$ cat config.mk
export PLATFORM = sky130hd
export DESIGN_NAME = vport_rx
export DESIGN_NICKNAME = d
export VERILOG_FILES = /design/src/rtl/vport_rx.sv
export SDC_FILE = /design/constraint.sdc
export NUM_CORES = 1
export LEC_CHECK = 0
export BUFFER_PORTS_ARGS = -buffer_cell sky130_fd_sc_hd__buf_2
export CORE_MARGIN = 2
export CORE_UTILIZATION = 35
export DETAILED_ROUTE_END_ITERATION = 10
export PLACE_DENSITY = 0.61
export SLEW_MARGIN = 20
export SYNTH_ARGS = -nofsm -noshare
export SYNTH_HDL_FRONTEND = slang
export SYNTH_SLANG_ARGS = --single-unit
$ cat constraint.sdc
create_clock -name clk -period 6.81 [get_ports clk]
set_clock_uncertainty 0.1 [all_clocks]
set_input_delay 2.043 -clock clk [delete_from_list [all_inputs] [get_ports clk]]
set_output_delay 2.043 -clock clk [all_outputs]
set_load 0.05 [all_outputs]
$ cat src/rtl/vport_rx.sv
module vport_rx #(
  parameter int DEPTH = 8,
  localparam int AW = $clog2(DEPTH)
) (
  input  logic        clk,
  input  logic        rst_n,
  input  logic        cfg_wide,
  input  logic        cfg_codes_en,
  input  logic        cfg_href_edge,
  input  logic        cfg_vref_edge,
  input  logic        cfg_fid_pol,
  input  logic        dir_req,
  input  logic [AW:0] afull_lvl,
  input  logic        in_valid,
  input  logic [7:0]  in_d,
  input  logic [7:0]  in_c,
  input  logic        in_href,
  input  logic        in_vref,
  output logic        ready,
  output logic        dir_in,
  output logic        out_valid,
  output logic [31:0] out_pix,
  output logic        out_sol,
  output logic        out_fid,
  input  logic        out_take
);
  // DEPTH must be a power of two so that the pointers wrap naturally.
  logic        dir_q, href_q, vref_q, fid_q, sol_pend, active;
  logic [1:0]  ph, pc;
  logic [7:0]  cb_q, y0_q, cr_q;
  logic [33:0] mem [DEPTH];
  logic [AW-1:0] wp, rp;
  logic [AW:0] cnt;

  wire codes   = cfg_codes_en & ~cfg_wide;
  wire take    = in_valid & dir_q;
  wire hedge   = cfg_href_edge ? (href_q & ~in_href) : (~href_q & in_href);
  wire vedge   = cfg_vref_edge ? (vref_q & ~in_vref) : (~vref_q & in_vref);
  wire is_xy   = codes & take & (pc == 2'd3);
  wire is_sav  = is_xy & ~in_d[4];
  wire line_st = codes ? (is_sav & ~in_d[5]) : (dir_q & hedge);
  wire rsv     = (in_d == 8'h00) | (in_d == 8'hFF);
  wire data_ok = take & (codes ? (active & ~is_xy & ~rsv) : 1'b1);
  wire [1:0] last   = cfg_wide ? 2'd1 : 2'd3;
  wire [1:0] eff_ph = line_st ? 2'd0 : ph;
  wire push    = data_ok & (eff_ph == last);
  wire full    = (cnt == (AW+1)'(DEPTH));
  wire push_ok = push & ~full;
  wire pop     = out_take & (cnt != '0);
  wire [31:0] pair = cfg_wide ? {cb_q, y0_q, in_c, in_d} : {cb_q, y0_q, cr_q, in_d};

  assign dir_in    = dir_q;
  assign ready     = dir_q & (cnt < afull_lvl);
  assign out_valid = (cnt != '0);
  assign out_pix   = mem[rp][31:0];
  assign out_fid   = mem[rp][32];
  assign out_sol   = mem[rp][33];

  always_ff @(posedge clk) begin
    if (!rst_n) begin
      dir_q <= 1'b0; href_q <= 1'b0; vref_q <= 1'b0;
    end else begin
      href_q <= in_href;
      vref_q <= in_vref;
      if (vedge) dir_q <= dir_req;
    end
  end

  always_ff @(posedge clk) begin
    if (!rst_n) begin
      pc <= 2'd0; active <= 1'b0; fid_q <= 1'b0;
    end else begin
      if (codes) begin
        if (take) begin
          if (is_xy) begin
            pc     <= 2'd0;
            active <= ~in_d[4] & ~in_d[5];
            if (~in_d[4]) fid_q <= in_d[6];
          end else if (in_d == 8'hFF) pc <= 2'd1;
          else if (in_d == 8'h00 && pc != 2'd0) pc <= pc + 2'd1;
          else pc <= 2'd0;
        end
      end else if (vedge) begin
        fid_q <= in_href ^ cfg_fid_pol;
      end
    end
  end

  always_ff @(posedge clk) begin
    if (!rst_n) begin
      ph <= 2'd0; sol_pend <= 1'b0;
      cb_q <= '0; y0_q <= '0; cr_q <= '0;
    end else begin
      if (data_ok) begin
        ph <= (eff_ph == last) ? 2'd0 : eff_ph + 2'd1;
        if (cfg_wide) begin
          if (eff_ph == 2'd0) begin cb_q <= in_c; y0_q <= in_d; end
        end else begin
          case (eff_ph)
            2'd0: cb_q <= in_d;
            2'd1: y0_q <= in_d;
            2'd2: cr_q <= in_d;
            default: ;
          endcase
        end
      end else if (line_st) begin
        ph <= 2'd0;
      end
      if (line_st) sol_pend <= 1'b1;
      else if (push) sol_pend <= 1'b0;
    end
  end

  always_ff @(posedge clk) begin
    if (push_ok) mem[wp] <= {sol_pend, fid_q, pair};
  end

  always_ff @(posedge clk) begin
    if (!rst_n) begin
      wp <= '0; rp <= '0; cnt <= '0;
    end else begin
      if (push_ok) wp <= wp + 1'b1;
      if (pop) rp <= rp + 1'b1;
      case ({push_ok, pop})
        2'b10:   cnt <= cnt + 1'b1;
        2'b01:   cnt <= cnt - 1'b1;
        default: ;
      endcase
    end
  end

  p_no_overflow_r11: assert property (@(posedge clk) disable iff (!rst_n)
    cnt <= (AW+1)'(DEPTH));
  p_full_keep_r11: assert property (@(posedge clk) disable iff (!rst_n)
    (full && !pop) |=> full);
  p_dir_hold_r2: assert property (@(posedge clk) disable iff (!rst_n)
    !vedge |=> dir_q == $past(dir_q));
  p_out_quiet_r3: assert property (@(posedge clk) disable iff (!rst_n)
    !dir_q |-> !ready);
  p_phase_reset_r6: assert property (@(posedge clk) disable iff (!rst_n)
    (line_st && !data_ok) |=> (ph == 2'd0 && sol_pend));
  p_reserved_skip_r9: assert property (@(posedge clk) disable iff (!rst_n)
    (codes && take && !is_xy && rsv) |=> $stable(ph));
endmodule

==> results summary <==
The layout-stage area growth over the synthesis result came out at 15.23%. The number of global-route vias before repair came out at 6596. The endpoint class of the critical path is a primary output.

Routability-driven placement finished with a final weighted congestion of 0.7816. In this run, synthesis inferred 272 flip-flops with an integrated enable. From bottom edge to top edge, the die measures 194.7 um. The worst relative slew slack is 25.12%.

The share of the cycle needed by the critical path after routing came out at between 70% and 80%. Summing internal, switching and leakage power gives 3.787 mW. The area share of the largest cell type after synthesis is between 60% and 70%. The analysis attributes to cell leakage a power of 5.169 nW. The placed instances occupy a cell area of roughly 0.014 mm2. The library cell appearing most often on the critical path is sky130_fd_sc_hd__buf_2. The cell area after synthesis came out at 0.01273 mm2. Pin placement for this block handled 69 I/O pins. The filler cells instantiated in the layout total 3160. The synthesized design contains 319 register bits. The register clock-pin slew on the reported worst setup and hold paths is 0.06 ns. Clock tree synthesis selected as its root buffer the cell sky130_fd_sc_hd__clkbuf_16. The level count of the clock H-tree came out at 1. The area inside the core boundary came out at 0.03566 mm2. The startpoint identified for the worst hold timing path is cr_q[0]$_SDFFE_PN0P_. Ranked by instance count, the synthesized netlist is headed by sky130_fd_sc_hd__edfxtp_1 (272), sky130_fd_sc_hd__mux4_2 (68), sky130_fd_sc_hd__nand2_1 (64). By startpoint and endpoint, the worst setup path is classified as in -> out. The path with the worst hold slack has its endpoint at cr_q[0]$_SDFFE_PN0P_. The synthesized design spends more area on one cell type than any other, namely sky130_fd_sc_hd__edfxtp_1.

The via count of the routed design came out at 6299. Detailed placement finished with a half-perimeter wire length of 15080 um. The worst register-to-register path ends at cnt[2]$_SDFFE_PN0P_. Counting the buffers created by CTS gives 30. The min-delay analysis places its worst path in the category reg -> reg. The power density over cell area is 258.1 mW/mm2.

The count of synthesis-stage warnings from yosys is 0. Yosys mapped the design onto 51 distinct sky130hd cell types. The maximum buffer depth of the clock tree is 3. The post-synthesis area per instance came out at 18.29 um2. The number of instances resized during post-cts repair came out at 0. The pin count of the biggest net entering global routing came out at 65. The effective utilization at floorplan came out at 35.71%. Static timing analysis puts the maximum clock frequency at 188.7 MHz. The final number of hold-violating endpoints was 0. The overall track demand over capacity in global routing came out at 13.70%.

The final wirelength is approximately 26000 um. The DRC violation count after routing came out at 0. Yosys attributes the largest share of cell area to sky130_fd_sc_hd__edfxtp_1 (64%), sky130_fd_sc_hd__mux4_2 (12%), sky130_fd_sc_hd__dfxtp_1 (7.4%). Global routing finished with a remaining overflow of 0. The count of hold buffers inserted by post-cts repair came out at 0.

The cell count after synthesis is around 700. The critical-path maximum fanout came out at 1. The source-to-sink clock delay at the later pin of the worst-skew pair came out at 0.54 ns. The worst hold path depth is 2.

The sequential share of the synthesized area is a little under three quarters. The buffer count from post-CTS setup fixing is 0. In this run the register-to-register setup slack is 3.83 ns. Using the TritonRoute via totals, the vias-per-cell ratio works out to 4.979. STA classifies the critical path startpoint as a primary input. IR analysis of the VDD net gives a maximum drop of 0.1229 mV. For the worst setup path, the data required time is ~4.7 ns. The detail-routed net length per standard cell came out at 20.32 um.

The number of iterations in the first detailed-routing pass came out at 4. In this run the critical register-to-register path is launched from dir_in$_SDFFE_PN0P_. Across the run, the number of max-cap violations was 0. The worst-margin pin slew is ~1.1 ns. The detailed router finished its first iteration with 424 violations. The core occupancy in the finished layout came out at 41.14%. The global-route wire length before repair came out at 39670 um. The remaining antenna violation count is 0. The post-route setup TNS came out at 0 ns. In this run the core area contains between 60 and 70 standard-cell rows. The number of nets produced by synthesis came out at between 700 and 800. TritonCTS built the clock tree. The die covers around 0.038 mm2. The die is 194.7 um wide. The share of cells above drive strength 1 is 31.72%. Data arrives at the worst endpoint at 3.16 ns. Setup repair after global routing left no endpoint under its margin. The share of async-settable or async-resettable flops after synthesis is 0%. The largest individual stage delay along the critical path comes from the cell sky130_fd_sc_hd__ha_1. The library cell with the highest instance count after synthesis is sky130_fd_sc_hd__edfxtp_1. The clock drives 319 sinks. The flow ran to the end, and the final reports show no timing, DRC or antenna violations. The number of nets at the end of the flow came out at just over 800.

The antenna diode instance count is 0. The initial antenna violation count came out at 1. The finished cells cover 0.01467 mm2.

The setup violation total in the final timing report is 0. The max-slew violation count was 0. The total of buffers placed on input and output ports came out at 68. Among all flip-flop cells after synthesis, the most frequent one is sky130_fd_sc_hd__edfxtp_1. The signal on the critical path passes through buf_2 > inv_1 > ha_1 > a21oi_1 > nor2b_1 > o21ai_0 > and3b_1 > buf_2. On the worst path, the slowest cell contributes a delay of 0.28 ns. The number of cells on the worst reg-to-reg path came out at 12. The shortest clock period the worst path allows after layout came out at 5.300 ns.
worst max-delay path by stage:
stage	startpoint	to	slack, ns
global route	afull_lvl[1]	ready	1.44
CTS	afull_lvl[1]	ready	1.49
finish	afull_lvl[1]	ready	1.51
global placement	afull_lvl[1]	ready	1.52
floorplan	cfg_codes_en	mem[1][0]$_DFFE_PP_	-0.37
detailed placement	afull_lvl[1]	ready	1.51
registers in the layout (all words and copies together) (netlist names), 2 cells and up, named ones only:
register / flops
mem: 272
cb_q: 8
cr_q: 8
y0_q: 8
cnt: 4
rp: 3
wp: 3
pc: 2
ph: 2
cell families after synthesis:
| family | synth area share (%) |
|---|---|
| flip-flops | 71.55 |
| multiplexers | 17.47 |
| AND/OR/NAND/NOR | 5.022 |
| buffers and inverters | 1.966 |
| AO/OA/AOI/OAI | 2.094 |
| adder cells (fa/ha/maj) | 1.278 |
| XOR/XNOR | 0.6191 |
final cells by class:
class	count	area, um2	share of cell area [%]
clock buffer	44	874.6	5.962
clock inverter	12	91.34	0.6226
inverter	26	105.1	0.7164
multi-input combinational	318	3425	23.34
sequential	319	9115	62.13
tap	461	576.8	3.932
timing repair buffer	85	483.0	3.292
critical path: cells and delay by family:
family	cells	cell delay (ns)
buffers and inverters	3	0.36
adders and majority gates	1	0.28
AOI/OAI and AO/OA	2	0.26
and+or+nand+nor	2	0.22
layer usage:
layer / track usage (%) / part of all wire [%] / wire length [um] / vias to the layer above
li1: - / - / - / 2891
met1: 18.89 / 44 / 11290 / 3211
met2: 22.89 / 48 / 12350 / 155
met3: 2.169 / 6.3 / 1609 / 40
met4: 3.162 / 1.7 / 440 / 2
met5: 0 / 0.051 / 13 / -
through the flow:
stage          hold WS, ns  setup WS, ns  cells
2_1_floorplan       0.3347       -0.3741    696
3_3_place_gp        0.3421         1.515   1209
3_5_place_dp        0.3517         1.509   1209
4_1_cts             0.3590         1.491   1265
5_1_grt             0.3841         1.437   1265
6_report            0.3599         1.510   1265
report_power, final:
part / leakage [nW] / switching, mW / internal [mW]
Clock: 0.481 / 0.682 / 0.926
Combinational: 1.56 / 0.0454 / 0.0193
Sequential: 3.13 / 0.00576 / 2.11
cell usage in the layout, fill, tap and decap left out, drive strengths merged, types with 5 or more instances in the layout:
cell type / instances
dfxtp: 47
edfxtp: 272
clkinv: 10
clkbuf: 44
ha: 13
nor2: 5
and2: 8
inv: 26
mux2i: 31
o21ai: 22
buf: 85
xor2: 5
nand3: 6
mux2: 34
nand2: 65
mux4: 68
nor2b: 6
nand2b: 5
No activity file was read; power rests on OpenSTA's default activity.
